[config.mk]
export PLATFORM = sky130hd
export DESIGN_NAME = undo_logger
export DESIGN_NICKNAME = d
export VERILOG_FILES = /design/src/rtl/undo_logger_pkg.sv /design/src/rtl/ul_pend_fifo.sv /design/src/rtl/ul_line_set.sv /design/src/rtl/ul_iter.sv /design/src/rtl/undo_logger.sv
export SDC_FILE = /design/constraint.sdc
export NUM_CORES = 1
export LEC_CHECK = 0
export ABC_AREA = 1
export ABC_CLOCK_PERIOD_IN_PS = 6500
export BUFFER_PORTS_ARGS = -buffer_cell sky130_fd_sc_hd__buf_2
export CAP_MARGIN = 20
export CORE_MARGIN = 2
export CORE_UTILIZATION = 35
export CTS_CLUSTER_DIAMETER = 120
export DETAILED_ROUTE_END_ITERATION = 12
export PLACE_DENSITY = 0.61
export SYNTH_ARGS = -nofsm -noshare
export SYNTH_HDL_FRONTEND = slang
export SYNTH_SLANG_ARGS = --single-unit
[constraint.sdc]
create_clock -name clk -period 6.5 [get_ports clk]
set_clock_uncertainty 0.15 [all_clocks]
set_input_delay 0.325 -clock clk [delete_from_list [all_inputs] [get_ports clk]]
set_output_delay 0.325 -clock clk [all_outputs]
set_load 0.01 [all_outputs]
[src/rtl/undo_logger_pkg.sv]
package undo_logger_pkg;
  typedef enum logic [1:0] {
    ST_IDLE  = 2'd0,
    ST_READ  = 2'd1,
    ST_WRITE = 2'd2
  } lg_state_e;
endpackage

[src/rtl/ul_pend_fifo.sv]
module ul_pend_fifo #(
  parameter int W     = 24,
  parameter int DEPTH = 4,
  localparam int PTR_W = (DEPTH > 1) ? $clog2(DEPTH) : 1,
  localparam int CNT_W = $clog2(DEPTH + 1)
) (
  input  logic             clk,
  input  logic             rst,
  input  logic             push,
  input  logic [W-1:0]     din,
  input  logic             pop,
  output logic [W-1:0]     dout,
  output logic             empty,
  output logic             full,
  output logic [CNT_W-1:0] count
);
  logic [W-1:0]     mem [DEPTH];
  logic [PTR_W-1:0] wr_ptr, rd_ptr;
  logic [CNT_W-1:0] cnt;

  function automatic logic [PTR_W-1:0] bump(input logic [PTR_W-1:0] p);
    return (p == PTR_W'(DEPTH - 1)) ? '0 : p + 1'b1;
  endfunction

  assign empty = (cnt == '0);
  assign full  = (cnt == CNT_W'(DEPTH));
  assign count = cnt;
  assign dout  = mem[rd_ptr];

  always_ff @(posedge clk) begin
    if (push && !full) mem[wr_ptr] <= din;
  end

  always_ff @(posedge clk) begin
    if (rst) begin
      wr_ptr <= '0;
      rd_ptr <= '0;
      cnt    <= '0;
    end else begin
      if (push && !full) wr_ptr <= bump(wr_ptr);
      if (pop && !empty) rd_ptr <= bump(rd_ptr);
      case ({push && !full, pop && !empty})
        2'b10:   cnt <= cnt + 1'b1;
        2'b01:   cnt <= cnt - 1'b1;
        default: cnt <= cnt;
      endcase
    end
  end
endmodule

[src/rtl/ul_line_set.sv]
module ul_line_set #(
  parameter int ADDR_W = 16,
  parameter int N      = 8,
  localparam int IDX_W = (N > 1) ? $clog2(N) : 1
) (
  input  logic              clk,
  input  logic              rst,
  input  logic              clear,
  input  logic [ADDR_W-1:0] look_addr,
  output logic              hit,
  output logic              full,
  input  logic              ins
);
  logic [N-1:0]      vld;
  logic [ADDR_W-1:0] tag [N];
  logic [N-1:0]      match;
  logic [IDX_W-1:0]  free_idx;

  for (genvar g = 0; g < N; g++) begin : g_cmp
    assign match[g] = vld[g] && (tag[g] == look_addr);
  end

  assign hit  = |match;
  assign full = &vld;

  always_comb begin
    free_idx = '0;
    for (int i = N - 1; i >= 0; i--) begin
      if (!vld[i]) free_idx = IDX_W'(i);
    end
  end

  always_ff @(posedge clk) begin
    if (ins && !full) tag[free_idx] <= look_addr;
  end

  always_ff @(posedge clk) begin
    if (rst || clear) vld <= '0;
    else if (ins && !full) vld[free_idx] <= 1'b1;
  end
endmodule

[src/rtl/ul_iter.sv]
module ul_iter #(
  parameter int ADDR_W    = 16,
  parameter int LOG_DEPTH = 16,
  parameter int OFF_W     = 16,
  localparam int SLOT_W   = $clog2(LOG_DEPTH)
) (
  input  logic              clk,
  input  logic              rst,
  input  logic              wr_en,
  input  logic [SLOT_W-1:0] wr_slot,
  input  logic [ADDR_W-1:0] wr_addr,
  input  logic [OFF_W-1:0]  durable,
  input  logic              mark,
  input  logic              rewind,
  input  logic              step,
  output logic              valid,
  output logic [ADDR_W-1:0] addr
);
  logic [ADDR_W-1:0] ring [LOG_DEPTH];
  logic [OFF_W-1:0]  base, cursor;

  assign valid = (cursor != durable);
  assign addr  = ring[cursor[SLOT_W-1:0]];

  always_ff @(posedge clk) begin
    if (wr_en) ring[wr_slot] <= wr_addr;
  end

  always_ff @(posedge clk) begin
    if (rst) begin
      base   <= '0;
      cursor <= '0;
    end else if (mark) begin
      base   <= durable;
      cursor <= durable;
    end else if (rewind) begin
      cursor <= base;
    end else if (step && valid) begin
      cursor <= cursor + 1'b1;
    end
  end
endmodule

[src/rtl/undo_logger.sv]
module undo_logger
  import undo_logger_pkg::*;
#(
  parameter int ADDR_W    = 16,
  parameter int DATA_W    = 32,
  parameter int EPOCH_W   = 8,
  parameter int OFF_W     = 16,
  parameter int QDEPTH    = 4,
  parameter int SET_N     = 8,
  parameter int LOG_DEPTH = 16,
  localparam int SLOT_W   = $clog2(LOG_DEPTH),
  localparam int QCNT_W   = $clog2(QDEPTH + 1),
  localparam int ENT_W    = ADDR_W + EPOCH_W
) (
  input  logic               clk,
  input  logic               rst,
  input  logic               req_valid,
  input  logic [ADDR_W-1:0]  req_addr,
  output logic               req_grant,
  input  logic [EPOCH_W-1:0] epoch_in,
  output logic               mem_rd_req,
  output logic [ADDR_W-1:0]  mem_rd_addr,
  input  logic               mem_rd_valid,
  input  logic [DATA_W-1:0]  mem_rd_data,
  output logic               log_wr_req,
  output logic [SLOT_W-1:0]  log_wr_slot,
  output logic [ADDR_W-1:0]  log_wr_addr,
  output logic [DATA_W-1:0]  log_wr_data,
  output logic [EPOCH_W-1:0] log_wr_epoch,
  input  logic               log_wr_ack,
  output logic [OFF_W-1:0]   durable_off,
  input  logic               iter_rewind,
  input  logic               iter_next,
  output logic               iter_valid,
  output logic [ADDR_W-1:0]  iter_addr
);
  lg_state_e          state;
  logic [EPOCH_W-1:0] epoch_q;
  logic               epoch_chg;
  logic               set_hit, set_full;
  logic               q_full, q_empty, q_pop, accept_new;
  logic [QCNT_W-1:0]  q_count;
  logic [ENT_W-1:0]   q_out;
  logic [ADDR_W-1:0]  cur_addr;
  logic [EPOCH_W-1:0] cur_epoch;
  logic [DATA_W-1:0]  cur_data;
  logic [OFF_W-1:0]   durable_q;
  logic               wr_done;

  assign epoch_chg  = (epoch_in != epoch_q);
  assign req_grant  = req_valid && !epoch_chg && (set_hit || (!q_full && !set_full));
  assign accept_new = req_grant && !set_hit;
  assign q_pop      = (state == ST_IDLE) && !q_empty;
  assign wr_done    = (state == ST_WRITE) && log_wr_ack;

  ul_line_set #(.ADDR_W(ADDR_W), .N(SET_N)) u_set (
    .clk(clk), .rst(rst), .clear(epoch_chg), .look_addr(req_addr),
    .hit(set_hit), .full(set_full), .ins(accept_new)
  );

  ul_pend_fifo #(.W(ENT_W), .DEPTH(QDEPTH)) u_fifo (
    .clk(clk), .rst(rst), .push(accept_new), .din({req_addr, epoch_q}),
    .pop(q_pop), .dout(q_out), .empty(q_empty), .full(q_full), .count(q_count)
  );

  ul_iter #(.ADDR_W(ADDR_W), .LOG_DEPTH(LOG_DEPTH), .OFF_W(OFF_W)) u_iter (
    .clk(clk), .rst(rst), .wr_en(wr_done), .wr_slot(durable_q[SLOT_W-1:0]),
    .wr_addr(cur_addr), .durable(durable_q), .mark(epoch_chg),
    .rewind(iter_rewind), .step(iter_next), .valid(iter_valid), .addr(iter_addr)
  );

  always_ff @(posedge clk) begin
    if (rst) epoch_q <= epoch_in;
    else     epoch_q <= epoch_in;
  end

  always_ff @(posedge clk) begin
    if (rst) begin
      state     <= ST_IDLE;
      durable_q <= '0;
      cur_addr  <= '0;
      cur_epoch <= '0;
      cur_data  <= '0;
    end else begin
      unique case (state)
        ST_IDLE: if (!q_empty) begin
          cur_addr  <= q_out[ENT_W-1:EPOCH_W];
          cur_epoch <= q_out[EPOCH_W-1:0];
          state     <= ST_READ;
        end
        ST_READ: if (mem_rd_valid) begin
          cur_data <= mem_rd_data;
          state    <= ST_WRITE;
        end
        ST_WRITE: if (log_wr_ack) begin
          durable_q <= durable_q + 1'b1;
          state     <= ST_IDLE;
        end
        default: state <= ST_IDLE;
      endcase
    end
  end

  assign mem_rd_req   = (state == ST_READ);
  assign mem_rd_addr  = cur_addr;
  assign log_wr_req   = (state == ST_WRITE);
  assign log_wr_slot  = durable_q[SLOT_W-1:0];
  assign log_wr_addr  = cur_addr;
  assign log_wr_data  = cur_data;
  assign log_wr_epoch = cur_epoch;
  assign durable_off  = durable_q;
endmodule

==> results.tsv <==
metric	value	unit
status	finished, violations left	
violations	DRC	
clock.fmax	267	MHz
dp_hpwl	39500	µm
area_growth	17.4	%
crit_type	in2reg	
pwr-share-clk	0.412	
grt_pass1_vias	17400	
syn_inst	2414	
power_frac_seq	0.490	
whs_path_depth	1	
switching_share	0.251	
worstMarginPinSlew	1.07	ns
fillerInstances	6858	
post-cts-setup-buffers	0	
antenna_cells	0	
critPathMaxFanout	23	
grt_pass1_wl	98000	µm
yosysSeqAreaShare	0.660	
clk_pin_slew	0.06	ns
synthDistinctLibCells	43	
hp-class	in2reg	
finalSetupViolCount	0	
crit_required	6.86	ns
worstRegToRegCells	9	
drv_slew	0	
drv_cap	0	
std_cell_rows	99	
gp_congestion	0.822	
met3_usage	0.0324	
ys_ff_latch	613	
grt_max_degree	73	
yosysWarnings	0	
dieWidth	276	µm
io_pins	175	
mappedNetlistArea	25900	µm²
grt_use_met2	0.277	
p_int	6970	µW
cts-htree-levels	3	
setup_tns	0	ns
drive_gt1_frac	0.134	
power	9310	µW
port-buffer-count	174	
cts_buffers	67	
fin_cells	3623	
clock_sinks	613	
crit_path_start_kind	input pin	
synth_area_per_cell	10.7	µm²
dp_cells	3449	
track_usage	0.167	
end_kind	flop	
p_leak	0.0114	µW
clk_latency	0.61	ns
met1_usage	0.215	
cts-root-buf	clkbuf_16	
cts_max_path_buffers	3	
p_switching	2340	µW
fin_crit	3.74	ns
power_density	307	nW/µm²
drc	7	
ant_nets	0	
cts_resized	0	
antenna_found_initial	3	
firstDrtPassIters	9	
fp.coreArea	73100	µm²
worst_ep_arrival_time	4.11	ns
final.period_utilization	0.576	
die_h	276	µm
combPwrFrac	0.097	
ir_drop	0.000230	V
cts_tree	yes	
dieArea	76100	µm²
wirelength	64200	µm
grt-busiest-layer	met2	
via_per_inst	4.93	
fin_nets	2685	
slew_headroom	0.288	
drt_iter0_drc	1297	
synth_fp_nets	2489	
wl_per_cell	17.7	µm
hold_viol	0	
start_util	0.354	
rsz0062_at_grt	false	
grt_overflow	0	
dr_total_vias	17900	
cts_hold_buf	50	
## synthesized netlist by cell type (all sizes together)
master | number | area [µm²]
inv | 257 | 965
xor2 | 14 | 123
nand3b | 3 | 22.5
o22ai | 4 | 25.0
clkbuf | 78 | 295
xnor2 | 34 | 298
and3 | 1 | 6.26
o21ai | 233 | 1170
nor4 | 2 | 12.5
buf | 59 | 357
nor3 | 11 | 70.1
o211ai | 67 | 503
or2 | 15 | 93.8
clkinv | 1 | 3.75
and2 | 1 | 6.26
nand4 | 30 | 194
fa | 1 | 20.0
nor2 | 269 | 1030
ha | 11 | 138
nor3b | 3 | 22.5
a21oi | 145 | 729
nand2 | 391 | 1480
edfxtp | 480 | 14400
dfxtp | 133 | 2660
a31oi | 26 | 163
mux2i | 64 | 641
nand3 | 80 | 410
o31ai | 1 | 7.51
## cell families (layout without fill, tap and decap cells)
family | after synthesis | after routing | synth area share
fa+ha+maj | 12 | 12 | 0.00610
xor+xnor | 48 | 48 | 0.0163
buf+inv | 395 | 645 | 0.0627
flops | 613 | 613 | 0.660
compound gates | 476 | 476 | 0.100
simple gates | 806 | 806 | 0.129
mux | 64 | 64 | 0.0248
## per-layer routing
metal	vias to the layer above	part of all wire
li1	8633	-
met1	8618	0.43
met2	458	0.48
met3	138	0.053
met4	4	0.036
met5	-	0.00037
## power groups by stage
stage          clock, µW  sequential (µW)  combinational (µW)
2_1_floorplan          0             4630                 525
6_report            3840             4570                 906
3_5_place_dp           0             4650                 889
4_1_cts             3920             4570                 916
5_1_grt             4080             4590                1010
3_3_place_gp           0             4650                 853
## final cells by class
cell class,instances,area [µm²],share of cell area
flip-flops and latches,613,17100,0.563
multi-input cells,1406,7170,0.236
clock buffers,84,1790,0.0590
repair buffers,264,1680,0.0554
well taps,959,1200,0.0395
inverters,258,968,0.0319
clock inverters,39,457,0.0150
## through the flow
| stage | utilization | cell area, µm² | worst slack, ns | hold WS (ns) |
|---|---|---|---|---|
| global placement | 0.377 | 27600 | 2.69 | 0.286 |
| detailed placement | 0.378 | 27600 | 2.61 | 0.298 |
| floorplan | - | 25900 | 3.55 | 0.203 |
| CTS | 0.415 | 30300 | 2.66 | 0.00439 |
| global route | 0.415 | 30400 | 2.48 | 0.0249 |
| finish | 0.415 | 30400 | 2.76 | 0.0329 |
## worst max-delay path, stage by stage
cell	delay, ns
dlygate4sd3_1	0.57
buf_2	0.15
inv_1	0.06
or2_2	0.09
nand4_1	0.18
nor2_1	0.16
nand2_1	0.51
inv_1	0.60
nand3_1	0.70
inv_2	0.47
nand2_1	0.09
a21oi_1	0.17
## final timing paths
kind,from,to,slack [ns]
setup reg to reg,epoch_q[7],flop,2.84
hold / removal,req_addr[6],u_set.tag[1][6],0.03
hold reg to reg,u_iter.base[12],u_iter.base[12],0.31
setup / recovery,epoch_in[7],flop,2.76
## layout by cell type, fill, tap and decap left out, types with 26 or more instances in the layout
cell type        n
clkbuf_16       67
xnor2_1         34
nand3_1         78
a31oi_1         26
buf_2          174
nand2_1        388
edfxtp_1       480
dlygate4sd3_1   50
buf_4           38
o21ai_0        226
a21oi_1        144
nand4_1         29
dfxtp_1        131
mux2i_1         64
o211ai_1        67
inv_1          247
nor2_1         257
## state kept, by name, indices dropped and copies added, names as in the netlist, 3 cells and up, named ones only
register,count
u_iter.base,16
u_iter.ring,256
u_set.vld,8
durable_off,16
log_wr_data,32
epoch_q,8
log_wr_epoch,8
u_set.tag,128
u_iter.cursor,16
u_fifo.count,3
u_fifo.mem,96
log_wr_addr,16
Note: power is estimated with default switching activity, not from simulation.
